===== config.mk =====
export PLATFORM = sky130hd
export DESIGN_NAME = booth_mul_seq
export DESIGN_NICKNAME = d
export VERILOG_FILES = /design/src/rtl/booth_pkg.sv /design/src/rtl/booth_recode.sv /design/src/rtl/booth_addsub.sv /design/src/rtl/booth_step.sv /design/src/rtl/booth_mul_seq.sv
export SDC_FILE = /design/constraint.sdc
export NUM_CORES = 1
export LEC_CHECK = 0
export BUFFER_PORTS_ARGS = -buffer_cell sky130_fd_sc_hd__buf_2
export CORE_ASPECT_RATIO = 0.75
export CORE_MARGIN = 2
export CORE_UTILIZATION = 61
export CTS_CLUSTER_DIAMETER = 120
export DETAILED_ROUTE_END_ITERATION = 16
export GPL_TIMING_DRIVEN = 0
export PLACE_DENSITY = 0.84
export SYNTH_ARGS = -nofsm -noshare
export SYNTH_HDL_FRONTEND = slang
export SYNTH_SLANG_ARGS = --single-unit

===== constraint.sdc =====
create_clock -name clk -period 8.7 [get_ports clk]
set_input_delay 0.87 -clock clk [delete_from_list [all_inputs] [get_ports clk]]
set_output_delay 0.87 -clock clk [all_outputs]
set_load 0.02 [all_outputs]

===== src/rtl/booth_pkg.sv =====
package booth_pkg;

    typedef enum logic [0:0] {
        ST_IDLE = 1'b0,
        ST_RUN  = 1'b1
    } state_e;

    typedef enum logic [1:0] {
        OP_NONE = 2'd0,
        OP_ADD  = 2'd1,
        OP_SUB  = 2'd2
    } op_e;

endpackage


===== src/rtl/booth_recode.sv =====
module booth_recode
    import booth_pkg::*;
(
    input  logic cur_bit,
    input  logic prev_bit,
    output op_e  op
);
    // pair 01 -> add, 10 -> subtract, 00/11 -> no arithmetic
    always_comb begin
        unique case ({cur_bit, prev_bit})
            2'b01:   op = OP_ADD;
            2'b10:   op = OP_SUB;
            default: op = OP_NONE;
        endcase
    end
endmodule


===== src/rtl/booth_addsub.sv =====
module booth_addsub
    import booth_pkg::*;
#(
    parameter int W = 32
) (
    input  logic [W-1:0] acc,
    input  logic [W-1:0] mcand,
    input  op_e          op,
    output logic [W:0]   sum
);
    localparam int XW = W + 1;

    logic [XW-1:0] acc_x;
    logic [XW-1:0] mc_x;

    // Sign-extend both sides by one bit so that the most negative
    // multiplicand cannot overflow the upper half mid-run.
    always_comb begin
        acc_x = {acc[W-1], acc};
        mc_x  = {mcand[W-1], mcand};
        unique case (op)
            OP_ADD:  sum = acc_x + mc_x;
            OP_SUB:  sum = acc_x - mc_x;
            default: sum = acc_x;
        endcase
    end
endmodule


===== src/rtl/booth_step.sv =====
module booth_step
    import booth_pkg::*;
#(
    parameter int N = 32
) (
    input  logic [2*N:0] p_cur,
    input  logic [N-1:0] mcand,
    output logic [2*N:0] p_next
);
    localparam int PW = 2 * N + 1;

    op_e          step_op;
    logic [N:0]   upper_sum;

    booth_recode u_recode (
        .cur_bit  (p_cur[1]),
        .prev_bit (p_cur[0]),
        .op       (step_op)
    );

    booth_addsub #(.W(N)) u_addsub (
        .acc   (p_cur[PW-1:N+1]),
        .mcand (mcand),
        .op    (step_op),
        .sum   (upper_sum)
    );

    // Arithmetic right shift of {widened upper, lower}: the widened
    // upper half supplies the new top bit, keeping the sign.
    always_comb begin
        p_next = {upper_sum, p_cur[N:1]};
    end
endmodule


===== src/rtl/booth_mul_seq.sv =====
module booth_mul_seq
    import booth_pkg::*;
#(
    parameter int N = 32
) (
    input  logic           clk,
    input  logic           rst,
    input  logic           start_i,
    input  logic [N-1:0]   mcand_i,
    input  logic [N-1:0]   mplier_i,
    output logic           busy_o,
    output logic           done_o,
    output logic [2*N-1:0] product_o
);
    localparam int PW = 2 * N + 1;
    localparam int CW = $clog2(N + 1);
    localparam logic [CW-1:0] LAST_STEP = CW'(N - 1);

    typedef struct packed {
        state_e        st;
        logic [CW-1:0] cnt;
        logic [PW-1:0] p;
        logic [N-1:0]  mcand;
        logic          done;
    } regs_t;

    regs_t         r_q;
    regs_t         r_d;
    logic [PW-1:0] p_step;

    booth_step #(.N(N)) u_step (
        .p_cur  (r_q.p),
        .mcand  (r_q.mcand),
        .p_next (p_step)
    );

    always_comb begin
        r_d      = r_q;
        r_d.done = 1'b0;
        unique case (r_q.st)
            ST_IDLE: begin
                if (start_i) begin
                    r_d.st    = ST_RUN;
                    r_d.cnt   = '0;
                    r_d.p     = {{N{1'b0}}, mplier_i, 1'b0};
                    r_d.mcand = mcand_i;
                end
            end
            ST_RUN: begin
                r_d.p = p_step;
                if (r_q.cnt == LAST_STEP) begin
                    r_d.st   = ST_IDLE;
                    r_d.done = 1'b1;
                end else begin
                    r_d.cnt = r_q.cnt + 1'b1;
                end
            end
            default: r_d.st = ST_IDLE;
        endcase
    end

    always_ff @(posedge clk) begin
        if (rst) begin
            r_q <= '0;
        end else begin
            r_q <= r_d;
        end
    end

    assign busy_o    = (r_q.st == ST_RUN);
    assign done_o    = r_q.done;
    assign product_o = r_q.p[PW-1:1];


    reset_clear_chk: assert property (@(posedge clk) disable iff (rst)
        $past(rst) |-> (!busy_o && !done_o && product_o == '0));


    step_bound_chk: assert property (@(posedge clk) disable iff (rst)
        busy_o |-> (r_q.cnt <= LAST_STEP));


    done_pulse_chk: assert property (@(posedge clk) disable iff (rst)
        done_o |=> !done_o);


    done_after_busy_chk: assert property (@(posedge clk) disable iff (rst)
        done_o |-> (!busy_o && $past(busy_o)));


    mcand_hold_chk: assert property (@(posedge clk) disable iff (rst)
        busy_o |=> $stable(r_q.mcand));


    product_hold_chk: assert property (@(posedge clk) disable iff (rst)
        (!busy_o && !start_i) |=> $stable(product_o));
endmodule


**After elaboration in Yosys (flattened, before gate mapping)**

Cells that the tools add are included.

- Multiply operators: 0
- Bitwise operators: 1
- $add $sub $neg: 3
- Reductions and logical operators: 4
- Shifts and indexed selects: 0
- Div/mod/pow operators: 0
- Order comparisons: 0
- Equality and inequality tests: 8
- Mux-type cells: 7

Operators with widths:

| kind | number |
|---|---|
| one-hot mux 72 bit (2 select lines) | 1 |
| 2-to-1 mux 104 bit | 1 |
| one-hot mux 33 bit (2 select lines) | 1 |
| adder 32 x 32 -> 33 bit | 1 |
| subtractor 32 x 32 -> 33 bit | 1 |
| adder 6 x 1 -> 6 bit (second input constant) | 1 |
| == test 6 x 5 -> 1 bit (second input constant) | 1 |
| 2-to-1 mux 6 bit | 1 |
| AND reduction 2 bit | 3 |
| == test 2 x 1 -> 1 bit (second input constant) | 2 |
| == test 2 bit (second input constant) | 2 |
| != test 2 bit (second input constant) | 2 |
| one-hot mux 2 bit (2 select lines) | 1 |
| != test 3 x 1 -> 1 bit (second input constant) | 1 |
| 2-to-1 mux 1 bit | 2 |
| OR reduction 2 bit | 1 |
| NOT 1 bit | 1 |

- Memory bits (writable): 0
- Word-level logic and storage cells: 29
- Memories kept: 0
- Output and inout bits: 66
- Bits of input ports: 67
- Bits in registers: 105
- Latch bits: 0
- Bits in read-only memories: 0

**Longest topological paths before layout**

- Word-level depth: 5
- Depth in mapped cells: 18
- Gate-level depth less buffers: 18

**By module**

From an unflattened synthesis, not the netlist that was laid out.

- Cell total of the unflattened synthesis: 917
- Area, all modules: 7,524.7 um^2

By module, submodules not included:

| module | sequential area each (um^2) | area an instance (um^2) | instances | cells each |
|---|---|---|---|---|
| booth_mul_seq | 2,102.0 | 4,470.5 | 1 | 463 |
| booth_addsub | 0.0 | 2,798.9 | 1 | 420 |
| booth_step | 0.0 | 240.2 | 1 | 32 |
| booth_recode | 0.0 | 15.0 | 1 | 2 |

**Least setup slack after synthesis**

Ideal clock, no wire load.

- Path kind: reg2reg
- Start point: reg r_q[3] in the netlist's numbering
- End point: reg r_q, in the netlist product_o[63]
- Data required time: 8.580 ns
- Buffers on the path: 1
- Slack: 5.019 ns
- Cell stages (with the launch flop): 17
- Clock period less this slack: 3.681 ns
- Arrival: 3.562 ns
- Setup time: 0.120 ns
- Path through: dfxtp_1 > or3_1 > nor4_1 > and2_1 > a21oi_1 > xnor2_1 > ha_1 > clkbuf_1 > nand4_1 > nor3_1 > nand4_1 > o22ai_1 > nor4_1 > o22ai_1 > nand3_1 > and4bb_1 > a211o_1

- Cells in the longest elaborated chain, start to end: 3
- Elaborated cells between the ends (all ways): 4
- Classes of those cells: 2 x add/sub; 2 x mux

RTL lines:

| element | RTL line | text |
|---|---|---|
| start, declared | booth_mul_seq.sv:27 | `regs_t r_q;` |
| start signal, assigned | booth_mul_seq.sv:66 | `r_q <= r_d;` |
| subtractor 32 x 32 -> 33 bit / adder 32 x 32 -> 33 bit (equally long branches) | booth_addsub.sv:23, booth_addsub.sv:22 |  |
| one-hot mux 33 bit (2 select lines) * | booth_addsub.sv:21 | `unique case (op)` |
| one-hot mux 72 bit (2 select lines) * | booth_mul_seq.sv:40 | `unique case (r_q.st)` |

Mark *: on every way between the ends. The rest lies on a longest branch, timed or not.
A chain may end at the register's enable or synchronous reset.

**Final worst setup path**

Same ends and word-level chain as after synthesis.

==> impl_metrics.yaml <==
sta:
  rsz_0062_raised_after_global_routing: "false"
  finalCritPeriodShare_pct: 50.0
  timing.final.max_slew_violations: 0
  finalCriticalPeriod_ns: 4.35
  worst_clock_skew_ns: 0.0104
  hold_slack_ns: 0.484
  totalNegativeSetupSlack_ns: 0
  hold_viol_final: 0
  setup_viol: 0
  max_clk_rate_mhz: 230
  max_slew.worst_pin.slew_ns: 0.938
  max-slew-margin-rel_pct: 37.5
critical_path:
  worstSetupEndpointType: "register"
  slowest_stage_delay_cp_ns: 0.44
  crit_type: "reg2reg"
  startpoint_type: "register"
  critical_path.cell_chain: "or3_1 > nor4_1 > and2_1 > a21oi_1 > xnor2_1 > ha_1 > clkbuf_1 > nand4_1 > nor3_1 > nand4_1 > o22ai_1 > nor4_1 > o22ai_1 > nand3_1 > and4bb_1 > a211o_1"
  cpMaxStageDelayCell: "sky130_fd_sc_hd__or3_1"
  critical_path_maximum_fanout: 9
  crit_path_dat_ns: 4.61
  worst-endpoint-required_ns: 8.95
power_and_ir_drop:
  cellLeakagePower_nw: 3.75
  power.share.combinational_pct: 31.6
  power_report.internal_total_uw: 878
  net_switching_power_uw: 496
  peak_ir_drop_on_the_vdd_network_mv: 0.122
  power.share.sequential_pct: 38.7
  clkPwrFrac_pct: 29.6
  power.density_cell_area_nw_per_um2: 165
  switching_share_of_power_pct: 36.1
final_layout:
  insertedDiodeCount: 0
  syn2layout_area_growth_pct: 15.9
  final.fill_count: 984
  final_cell_mix: "sky130_fd_sc_hd__a21oi_1, sky130_fd_sc_hd__buf_2, sky130_fd_sc_hd__nor2_1, sky130_fd_sc_hd__nand2_1, sky130_fd_sc_hd__dfxtp_1"
  layout-drive-gt1-share_pct: 20.0
  finalNonFillerCells: 1262
  design.final.nets: 1200
  final_cell_area_sq_um: 8320
  layout.cells.most_common: "sky130_fd_sc_hd__a21oi_1"
floorplan:
  io-pin-count: 133
  starting_density_pct: 62.3
  die_h_um: 98.0
  die_width_um: 129
  die_area_sq_um: 12700
  core_area_sq_um: 11500
  std_cell_rows: 34
cts:
  numCtsBuffers: 9
  tritoncts: "done"
  worst_setup_hold_path_clk_slew_ns: 0.08
  worst_skew_pair.late_latency_ns: 0.36
  postCtsSetupRepairBufs: 0
  clk_path_buf_depth: 2
  htreeDepth: 3
  clk_sink_count: 105
  root_buffer: "sky130_fd_sc_hd__clkbuf_16"
  post_cts_resized: 0
  number_of_hold_repair_buffers_added_at_the_cts_stage: 0
synth:
  syn_area_sq_um: 7180
  synth-seq-area-share_pct: 29.3
  netlist_instances: 955
  synth_net_count: 1059
  synth_enable_flop_cells: 0
  synth_flop_cell: "sky130_fd_sc_hd__dfxtp_1"
  yosysWarningCount: 0
  ys_seq_elements: 105
  async_flop_share_pct: 0
  post_synth_num_cell_types: 61
  post_synth.cell_area_avg_sq_um: 7.52
global_routing:
  grt.overflow.total: 0
  global_route.usage.total_pct: 32.3
  wire_length_of_the_first_global_routing_pass_mm: 32.8
  largest_net_degree_at_the_start_of_global_routing: 20
  grt_antenna_before_repair: 0
  grt_pass1_vias: 6698
detailed_routing:
  detail_route.drc_violations: 0
  viasPerCell: 5.75
  antenna_left: 0
  drt-wirelength-per-cell_um: 16.3
  drt_wl_total_mm: 20.6
  drt_pre_antenna_iters: 7
  via_count: 7255
  dr.first_iter.drc_count: 602
flow_run:
  timing.max_cap.violations: 0
placed_design:
  finalWeightedCongestion: 0.974
  port_bufs: 130
  placed_area_sq_um: 8040
  placedCellCount: 1247
  place.detailed.hpwl_mm: 15.4
hold_path:
  hold_path_class: "reg2reg"
outcome:
  outcome: "finished clean"
kinds of logic after synthesis:
kind of cell,after synthesis,share of synthesized area [%]
AND/OR/NAND/NOR,324,20.3
AO/OA/AOI/OAI,264,21.9
buffers and inverters,137,10.5
flip-flops,105,29.3
XOR/XNOR,51,6.22
multiplexers,37,5.19
adder cells (fa/ha/maj),37,6.55
sequential cells by signal (all words and copies together) (netlist names):
name and flops:
product_o 64, done_o 1, busy_o 1, r_q 39
worst paths after layout:
kind	from	to	slack [ns]	cells past startpoint
worst max register to register	r_q[3]	product_o[63]	4.35	16
worst min-delay path	r_q[31]	r_q[31]	0.48	2
worst min register to register	r_q[31]	r_q[31]	0.48	2
worst max-delay path	r_q[3]	product_o[63]	4.35	16
cell type report:
class,count,area (sq um),area share [%]
Timing Repair Buffer,130,651,7.82
Buffer,117,681,8.18
Multi-Input combinational cell,713,4330,52.0
Clock inverter,6,61.3,0.737
Tap cell,162,203,2.44
Sequential cell,105,2100,25.3
Clock buffer,9,225,2.71
Inverter,20,75.1,0.902
worst max-delay path, delay by kind of cell, from the launching register on:
family / cells / cell delay [ns]
fa+ha+maj: 1 / 0.28
compound gates: 4 / 0.90
buf+inv: 1 / 0.30
flops: 1 / 0.36
xor+xnor: 1 / 0.17
simple gates: 9 / 2.24
cells in the mapped netlist, drive strengths merged (9+ instances only):
cell type,count,area (sq um)
dfxtp,105,2100
clkbuf,42,159
nand3,10,55.1
nand2,112,420
o21ai,32,160
a21oi,142,714
inv,19,71.3
a21o,15,113
a211oi,9,67.6
buf,75,522
xnor2,44,385
nor3,16,80.1
ha,36,450
mux2i,35,350
nor2,127,477
through the flow:
stage,util (%),power (mW),setup slack [ns]
finish,72.2,1.37,4.35
global placement,69.7,0.955,4.50
detailed placement,69.7,0.963,4.43
CTS,72.2,1.36,4.41
floorplan,-,0.851,5.02
global route,72.2,1.43,3.90
power by group through the flow:
stage               sequential (mW)  clock (mW)  combinational [mW]
global route                  0.536       0.425               0.473
detailed placement            0.542           0               0.421
global placement              0.542           0               0.413
finish                        0.532       0.407               0.434
CTS                           0.531       0.405               0.424
floorplan                     0.535           0               0.316
metal layers:
metal / GRT usage [%] / vias to the layer above / wire length, um
li1: - / 3570 / -
met1: 45.6 / 3322 / 9200
met2: 46.7 / 323 / 8570
met3: 11.9 / 40 / 2510
met4: 8.28 / 0 / 344
met5: 0 / - / 0
(Power assumes the default switching activity.)
